File: src/rtl/rom_seq_pkg.sv
// Shared constants and helpers for the ROM read sequencer.
// Assumes device codes are 3 bits wide; unknown codes behave as plain devices.
package rom_seq_pkg;

    localparam int DEV_CODE_W = 3;
    localparam logic [DEV_CODE_W-1:0] DEV_PLAIN = 3'd0;
    localparam logic [DEV_CODE_W-1:0] DEV_PAGE4 = 3'd2;
    localparam logic [DEV_CODE_W-1:0] DEV_PAGE8 = 3'd3;

    // True when the beat index opens a device page and needs the long latency.
    function automatic logic opens_page(input logic [DEV_CODE_W-1:0] code,
                                        input logic [2:0] idx_lo);
        case (code)
            DEV_PAGE4: opens_page = (idx_lo[1:0] == 2'd0);
            DEV_PAGE8: opens_page = (idx_lo == 3'd0);
            default:   opens_page = 1'b1;
        endcase
    endfunction

endpackage

File: src/rtl/rom_beat_timer.sv
// Down-counter that times one beat and marks its final clock with a strobe.
// Assumes a load arrives in the cycle before each beat begins; idle when run is low.
module rom_beat_timer #(
    parameter int LAT_W = 5
) (
    input  logic             clk,
    input  logic             rst_n,
    input  logic             run,
    input  logic             load,
    input  logic [LAT_W-1:0] load_val,
    output logic             stb
);
    logic [LAT_W-1:0] cnt_q;

    // Load the wait for the next beat, otherwise count down toward zero.
    always_ff @(posedge clk) begin
        if (!rst_n)
            cnt_q <= '0;
        else if (load)
            cnt_q <= load_val;
        else if (cnt_q != '0)
            cnt_q <= cnt_q - 1'b1;
    end

    assign stb = run && (cnt_q == '0);
endmodule

File: src/rtl/rom_addr_step.sv
// Holds the device address and advances it once per beat.
// Assumes ADDR_W > 3; page devices wrap their low bits, plain devices count freely.
module rom_addr_step
    import rom_seq_pkg::*;
#(
    parameter int ADDR_W = 24
) (
    input  logic                  clk,
    input  logic                  rst_n,
    input  logic                  load,
    input  logic [ADDR_W-1:0]     load_addr,
    input  logic                  step,
    input  logic [DEV_CODE_W-1:0] dev_code,
    output logic [ADDR_W-1:0]     addr
);
    logic [ADDR_W-1:0] stepped;

    // Next address: wrap inside the page for page devices.
    always_comb begin
        case (dev_code)
            DEV_PAGE4: stepped = {addr[ADDR_W-1:2], addr[1:0] + 2'd1};
            DEV_PAGE8: stepped = {addr[ADDR_W-1:3], addr[2:0] + 3'd1};
            default:   stepped = addr + 1'b1;
        endcase
    end

    // Capture the start address or advance at a beat boundary.
    always_ff @(posedge clk) begin
        if (!rst_n)
            addr <= '0;
        else if (load)
            addr <= load_addr;
        else if (step)
            addr <= stepped;
    end
endmodule

File: src/rtl/rom_bus_recovery.sv
// Tracks the bus-release gap after an access and decides if a request may start.
// Assumes arm pulses once at the end of each access; same-space requests skip the gap.
module rom_bus_recovery #(
    parameter int CS_W  = 2,
    parameter int REC_W = 4
) (
    input  logic             clk,
    input  logic             rst_n,
    input  logic             arm,
    input  logic [CS_W-1:0]  arm_cs,
    input  logic [REC_W-1:0] arm_cnt,
    input  logic [CS_W-1:0]  req_cs,
    output logic             clear
);
    logic [REC_W-1:0] gap_q;
    logic [CS_W-1:0]  owner_q;

    // Start the gap at the end of an access and drain it one per clock.
    always_ff @(posedge clk) begin
        if (!rst_n) begin
            gap_q   <= '0;
            owner_q <= '0;
        end else if (arm) begin
            gap_q   <= arm_cnt;
            owner_q <= arm_cs;
        end else if (gap_q != '0) begin
            gap_q <= gap_q - 1'b1;
        end
    end

    assign clear = (gap_q == '0) || (req_cs == owner_q);
endmodule

File: src/rtl/rom_read_seq.sv
// ROM read sequencer top: accepts a request, latches the slot of the target space,
// times each beat, drives address/selects/output enable and pulses done.
// Assumes req_cs < NCS and BEAT_W >= 3 so page position bits exist.
module rom_read_seq
    import rom_seq_pkg::*;
#(
    parameter int ADDR_W = 24,
    parameter int LAT_W  = 5,
    parameter int REC_W  = 4,
    parameter int NCS    = 4,
    parameter int BEAT_W = 4,
    localparam int CS_W  = (NCS > 1) ? $clog2(NCS) : 1
) (
    input  logic                       clk,
    input  logic                       rst_n,
    input  logic                       req_valid,
    output logic                       req_ready,
    input  logic [ADDR_W-1:0]          req_addr,
    input  logic [BEAT_W-1:0]          req_beats,
    input  logic [CS_W-1:0]            req_cs,
    input  logic [NCS*LAT_W-1:0]       cfg_first_lat,
    input  logic [NCS*LAT_W-1:0]       cfg_burst_lat,
    input  logic [NCS*REC_W-1:0]       cfg_recover,
    input  logic [NCS*DEV_CODE_W-1:0]  cfg_dev_type,
    output logic [ADDR_W-1:0]          mem_addr,
    output logic [NCS-1:0]             mem_cs_n,
    output logic                       mem_oe_n,
    output logic                       cap_stb,
    output logic                       done
);
    logic                  busy_q, done_q;
    logic [CS_W-1:0]       cs_q;
    logic [LAT_W-1:0]      first_q, burst_q;
    logic [REC_W-1:0]      rec_q;
    logic [DEV_CODE_W-1:0] dev_q;
    logic [BEAT_W-1:0]     last_idx_q, idx_q;
    logic [BEAT_W-1:0]     idx_next;
    logic                  accept, last_beat, rec_clear;
    logic [LAT_W-1:0]      next_lat;

    assign accept    = req_valid && req_ready;
    assign req_ready = !busy_q && rec_clear;
    assign last_beat = cap_stb && (idx_q == last_idx_q);
    assign idx_next  = idx_q + 1'b1;

    // Wait for the upcoming beat: slot first latency at acceptance, else by page position.
    always_comb begin
        if (accept)
            next_lat = cfg_first_lat[req_cs*LAT_W +: LAT_W];
        else if (opens_page(dev_q, idx_next[2:0]))
            next_lat = first_q;
        else
            next_lat = burst_q;
    end

    // Sample the slot on acceptance and track the beat index until the last strobe.
    always_ff @(posedge clk) begin
        if (!rst_n) begin
            busy_q     <= 1'b0;
            done_q     <= 1'b0;
            cs_q       <= '0;
            first_q    <= '0;
            burst_q    <= '0;
            rec_q      <= '0;
            dev_q      <= DEV_PLAIN;
            last_idx_q <= '0;
            idx_q      <= '0;
        end else begin
            done_q <= last_beat;
            if (accept) begin
                busy_q     <= 1'b1;
                cs_q       <= req_cs;
                first_q    <= cfg_first_lat[req_cs*LAT_W +: LAT_W];
                burst_q    <= cfg_burst_lat[req_cs*LAT_W +: LAT_W];
                rec_q      <= cfg_recover[req_cs*REC_W +: REC_W];
                dev_q      <= cfg_dev_type[req_cs*DEV_CODE_W +: DEV_CODE_W];
                last_idx_q <= (req_beats == '0) ? '0 : req_beats - 1'b1;
                idx_q      <= '0;
            end else if (last_beat) begin
                busy_q <= 1'b0;
            end else if (cap_stb) begin
                idx_q <= idx_next;
            end
        end
    end

    rom_beat_timer #(.LAT_W(LAT_W)) u_timer (
        .clk      (clk),
        .rst_n    (rst_n),
        .run      (busy_q),
        .load     (accept || (cap_stb && !last_beat)),
        .load_val (next_lat),
        .stb      (cap_stb)
    );

    rom_addr_step #(.ADDR_W(ADDR_W)) u_addr (
        .clk       (clk),
        .rst_n     (rst_n),
        .load      (accept),
        .load_addr (req_addr),
        .step      (cap_stb && !last_beat),
        .dev_code  (dev_q),
        .addr      (mem_addr)
    );

    rom_bus_recovery #(.CS_W(CS_W), .REC_W(REC_W)) u_recovery (
        .clk     (clk),
        .rst_n   (rst_n),
        .arm     (last_beat),
        .arm_cs  (cs_q),
        .arm_cnt (rec_q),
        .req_cs  (req_cs),
        .clear   (rec_clear)
    );

    // One active-low select per space, low only for the space in use.
    for (genvar g = 0; g < NCS; g++) begin : g_sel
        assign mem_cs_n[g] = !(busy_q && (cs_q == CS_W'(g)));
    end

    assign mem_oe_n = !busy_q;
    assign done     = done_q;
endmodule

File: config.mk
export PLATFORM = sky130hd
export DESIGN_NAME = rom_read_seq
export DESIGN_NICKNAME = d
export VERILOG_FILES = /design/src/rtl/rom_seq_pkg.sv /design/src/rtl/rom_beat_timer.sv /design/src/rtl/rom_addr_step.sv /design/src/rtl/rom_bus_recovery.sv /design/src/rtl/rom_read_seq.sv
export SDC_FILE = /design/constraint.sdc
export NUM_CORES = 1
export LEC_CHECK = 0
export BUFFER_PORTS_ARGS = -buffer_cell sky130_fd_sc_hd__buf_2
export CELL_PAD_IN_SITES_DETAIL_PLACEMENT = 0
export CELL_PAD_IN_SITES_GLOBAL_PLACEMENT = 1
export CORE_MARGIN = 3
export CORE_UTILIZATION = 39
export CTS_CLUSTER_SIZE = 40
export DETAILED_ROUTE_END_ITERATION = 12
export GPL_TIMING_DRIVEN = 0
export PLACE_DENSITY_LB_ADDON = 0.1
export SYNTH_ARGS = -nofsm -noshare
export SYNTH_HDL_FRONTEND = slang
export SYNTH_SLANG_ARGS = --single-unit
File: constraint.sdc
create_clock -name clk -period 5.3 [get_ports clk]
set_clock_uncertainty 0.2 [all_clocks]
set_input_delay 0.53 -clock clk [delete_from_list [all_inputs] [get_ports clk]]
set_output_delay 0.53 -clock clk [all_outputs]
set_load 0.1 [all_outputs]
Word-level counts from Yosys, hierarchy flattened --
Cells that the tools add are included.
Word-level totals: bits of input ports 101, output and inout bits 32, register bits 64, word-level logic and storage cells 86
Operators by class: equal/unequal tests 9, muxes and demuxes 14, multipliers 2, bitwise gates (word level) 2, shift operators 4, reductions and logical operators 33, $add $sub $neg 7
Operators by type and width (count):
- $mux W24 | 2
- $pmux W24 S2 | 1
- $shiftx A20 B6 Y5 | 2
- $add A24 B1 Y24 const B | 1
- $mux W5 | 4
- $shiftx A16 B5 Y4 | 1
- $mux W4 | 3
- $shiftx A12 B5 Y3 | 1
- $logic_and A1 B1 Y1 | 9
- $logic_not A4 Y1 | 2
- $reduce_bool A2 Y1 | 4
- $sub A4 B1 Y4 const B | 2
- $eq A3 B2 Y1 const B | 2
- $logic_not A1 Y1 | 6
- $logic_not A5 Y1 | 1
- $mul A2 B3 Y5 const B | 1
- $reduce_bool A5 Y1 | 1
- $sub A5 B1 Y5 const B | 1
- $add A4 B1 Y4 const B | 1
- $eq A2 B2 Y1 const B | 2
- $eq A4 B4 Y1 | 1
- $logic_not A2 Y1 | 2
- $mul A2 B2 Y4 const B | 1
- $ne A2 B2 Y1 const B | 2
- other kinds (13) | 18

Depth between registers and ports, before layout --
word-level depth 8, depth in mapped cells 9, depth with buffers taken out 8

By module --
From an unflattened synthesis, not the netlist that was laid out.
Unflattened totals: cells, all modules 433, area, all modules 3839.9 um^2
Modules (own cells, without submodules):
- rom_read_seq | seq. area each 580.6 um^2, cells an instance 180, area an instance 1750.4 um^2, instances 1
- rom_addr_step | seq. area each 480.5 um^2, cells an instance 184, area an instance 1461.4 um^2, instances 1
- rom_bus_recovery | seq. area each 120.1 um^2, cells an instance 34, area an instance 324.1 um^2, instances 1
- rom_beat_timer | seq. area each 100.1 um^2, cells an instance 35, area an instance 304.0 um^2, instances 1

Least setup slack after synthesis --
Ideal clock, no wire load.
path type reg2reg, from register u_addr.addr[9], to register u_addr.addr[21], buffers on the path 1, library setup time 0.075 ns, clock period less this slack 2.894 ns, arrival time 2.619 ns, cell stages (with the launch flop) 7, path slack 2.406 ns, required time 5.025 ns, cell sequence dfxtp_1 and4_1 buf_6 nand3_4 or4_1 or4_1 a31oi_1
On the way: longest elaborated chain between the ends 4
Ends and longest elaborated chain:
- start, declared | RTL line rom_addr_step.sv:14 | output logic [ADDR_W-1:0] addr
- start signal, assigned | RTL line rom_addr_step.sv:32 | addr <= load_addr;
- start signal, assigned | RTL line rom_addr_step.sv:34 | addr <= stepped;
- $add A24 B1 Y24 | RTL line rom_addr_step.sv:23 | default: stepped = addr + 1'b1;
- $pmux W24 S2 | RTL line rom_addr_step.sv:20 | case (dev_code)
- $mux W24 | RTL line rom_addr_step.sv:33 | else if (step)
- $mux W24 | RTL line rom_addr_step.sv:31 | else if (load)
Every way passes these cells. The select of a mux whose other input is x is not followed. A chain may end at the register's enable or synchronous reset.

==> impl_metrics.yaml <==
cts:
  cts_htree_levels: 3
  clock_insertion_delay_worst_skew_ns: 0.34
  post_cts_buffers: 0
  hold_buffers: 0
  root_buffer: "sky130_fd_sc_hd__clkbuf_8"
  cts-resized-gates: 0
  clkSlewWorstSetupHoldPaths_ns: 0.07
  cts_inserted_buffers: 9
  tritoncts_clock_tree: "built"
  cts_num_sinks: 64
  cts_max_path_buffers: 2
setup_path:
  critPathBufInv: 2
  path_cells: "inv_1 > ha_1 > nor3b_1 > a21o_1 > and2_1 > buf_2"
  timing.critical_path.to_type: "output pin"
  setup.worst_path.start_class: "register"
  path_class: "reg -> out"
  crit_arrival_ns: 2.23
  cp_slowest_stage_delay_ns: 0.57
  worstPathRequired_ns: 4.57
  worstReg2RegStart: "idx_q[0]$_SDFFE_PP0P_"
  slowest_stage: "sky130_fd_sc_hd__nor3b_1"
  path_delay_family: "simple AND/OR/NAND/NOR gates"
  critPathLaunch: "u_recovery.gap_q[0]$_SDFFE_PN0P_"
  cp_max_fo: 5
min_path:
  hold_start: "first_q[1]$_SDFFE_PN0P_"
  min_path_type: "reg -> reg"
timing:
  setup-violations-final: 0
  layout_worst_path_cycle_share_pct: 55.8
  period_minus_slack_ns: 2.96
  max-slew-margin-rel_pct: 53.5
  setup_tns_ns: 0
  number_of_pins_exceeding_their_max_slew_limit_in_the_final_report: 0
  finalHoldWorstSlack_ns: 0.254
  worst_pin_slew_ns: 0.695
  rsz0062_at_grt: "false"
  max_freq_ghz: 0.338
  final_hold_viol_count: 0
global_routing:
  global_route_wire_length_before_repair_um: 18400
  grt_pass1_vias: 3721
  grt_max_degree: 12
  grt.overflow.total: 0
  antenna_found_initial: 0
  total_global_routing_track_utilization_pct: 21.1
cells_and_area:
  area_growth_pct: 26.9
  n_antenna_cell: 0
  sequential_cell_area_um2: 1280
  share_of_layout_cells_above_drive_strength_1_pct: 31.3
  n_fill_cell: 958
  design.final.nets: 680
  multi_input_area_um2: 2250
yosys:
  dominant_cell_by_count_in_the_synthesized_netlist: "sky130_fd_sc_hd__nand2_1"
  postSynthRegisterBits: 64
  count_of_unique_library_cells_instantiated_by_yosys: 56
  commonest_cells_post_synth: "68 x sky130_fd_sc_hd__nand2_1, 64 x sky130_fd_sc_hd__dfxtp_1, 52 x sky130_fd_sc_hd__a21oi_1"
  post_synth_top_area_share_pct: 34.4
  post_synth_instance_area_um2: 3730
  postSynth.asyncResetShare_pct: 0
  synth_enable_flop_cells: 0
  synth.net_count: 540
  synth.top_cells.by_area: "sky130_fd_sc_hd__dfxtp_1 34%, sky130_fd_sc_hd__mux4_2 10%, sky130_fd_sc_hd__a21oi_1 7.0%, sky130_fd_sc_hd__nand2_1 6.8%, sky130_fd_sc_hd__xnor2_1 5.9%"
  synthesis.area_per_instance_um2: 8.61
  synth_ff_type: "sky130_fd_sc_hd__dfxtp_1"
  ys.warnings.count: 0
  proportion_of_synthesized_chip_area_in_sequential_cells_pct: 34.4
  post_synth_inst_count: 433
  post-synth-top-area-cell: "sky130_fd_sc_hd__dfxtp_1"
floorplan:
  pin_count: 133
  initial_core_utilization_pct: 40.2
  placementRows: 35
  overall_die_area_um2: 10800
  die-height_um: 104
  fp.dieW_um: 104
  placeableCoreArea_um2: 9280
route:
  dr.pass1.iters: 5
  detail_route.wl_per_cell_um: 16.3
  first_iter_violations: 200
  drc_markers: 0
  post_drt_via_cell_ratio: 5.36
  detailroute.via_count: 3789
  finalWirelength_um: 11500
  post_drt_antenna_nets: 0
place:
  port_buffers: 129
  dp_hpwl_um: 8830
  globalplace.congestion: 0.784
outcome:
  status: "finished, final reports clean"
power_and_ir_drop:
  p_leak_nw: 1.86
  pwr_density_cell_nw_per_um2: 510
  irDropWorstVdd_mv: 0.415
flow_run:
  max-cap-violations: 0
## metrics by stage
stage          setup slack, ns  instances  util, %  power (W)  area, µm²
2_1_floorplan             2.41        433        -    0.00171       3730
3_3_place_gp              2.58        691     48.9    0.00198       4540
3_5_place_dp              2.50        691     48.9    0.00200       4540
4_1_cts                   2.34        707     51.0    0.00242       4730
5_1_grt                   2.25        707     51.0    0.00256       4730
6_report                  2.34        707     51.0    0.00242       4730
## cell type report
cell class,count,share of cell area (%)
clock inverter,5,1.19
multi-input combinational,329,47.6
buffer,30,3.33
sequential,64,27.1
tap,129,3.41
inverter,10,0.819
timing repair buffer,129,13.6
clock buffer,11,2.99
## power breakdown
part	internal, W	switching (W)	leakage [nW]
registers	0.000603	0.000123	0.525
logic	0.000348	0.000916	1.23
clock network	0.000230	0.000196	0.0993
total	0.00118	0.00124	1.86
## cell usage in the layout, fill, tap and decap left out, types with 6 or more instances in the layout
cell type	synthesis	routed
sky130_fd_sc_hd__o21ai_0	23	23
sky130_fd_sc_hd__nand3_1	11	11
sky130_fd_sc_hd__nand4_1	6	6
sky130_fd_sc_hd__and3_1	6	6
sky130_fd_sc_hd__nor2_1	16	16
sky130_fd_sc_hd__inv_1	8	8
sky130_fd_sc_hd__mux4_2	17	17
sky130_fd_sc_hd__ha_1	6	6
sky130_fd_sc_hd__xnor2_1	25	25
sky130_fd_sc_hd__nor3_1	12	12
sky130_fd_sc_hd__clkbuf_1	18	19
sky130_fd_sc_hd__buf_2	5	134
sky130_fd_sc_hd__a21oi_1	52	52
sky130_fd_sc_hd__nand2_1	68	68
sky130_fd_sc_hd__clkbuf_8	0	10
sky130_fd_sc_hd__nor4_1	9	9
sky130_fd_sc_hd__dfxtp_1	64	64
sky130_fd_sc_hd__or3_1	7	7
## metal layers
metal | GRT usage (%) | vias to the layer above | wire length, µm
met2 | 34.7 | 169 | 5220
li1 | - | 1862 | -
met5 | 0 | - | 0
met3 | 3.93 | 17 | 819
met1 | 28.3 | 1741 | 5280
met4 | 6.17 | 0 | 179
## logic make-up (layout without fill, tap and decap cells)
family	after synthesis	after routing	share of synthesized area, %
XOR/XNOR	30	30	7.05
flip-flops	64	64	34.4
AND/OR/NAND/NOR	170	170	24.6
AO/OA/AOI/OAI	106	106	16.4
adder cells (fa/ha/maj)	6	6	2.01
buffers and inverters	40	185	5.27
multiplexers	17	17	10.3
## path summary, 6_finish.rpt
path	end	slack, ns	depth (start not counted)
worst max-delay path	req_ready	2.34	6
worst min-delay path	first_q[1]$_SDFFE_PN0P_	0.25	2
worst max register to register	u_timer.cnt_q[1]$_SDFFE_PN0P_	2.49	6
worst min register to register	first_q[1]$_SDFFE_PN0P_	0.25	2
## tightest hold or removal path: cells and delay by family (launching register included)
kind               cells  cell delay (ns)
AOI/OAI and AO/OA      1             0.05
DFF                    1             0.31
and+or+nand+nor        1             0.05
## flip-flops by register name, indices dropped and copies added, names as in the netlist
name and flops:
u_addr.addr 24, u_recovery.owner_q 2, idx_q 4, u_recovery.gap_q 4, busy_q 1, cs_q 2
done 1, last_idx_q 4, u_timer.cnt_q 5, dev_q 3, first_q 5, rec_q 4
burst_q 5
No activity file was read; power rests on OpenSTA's default activity.
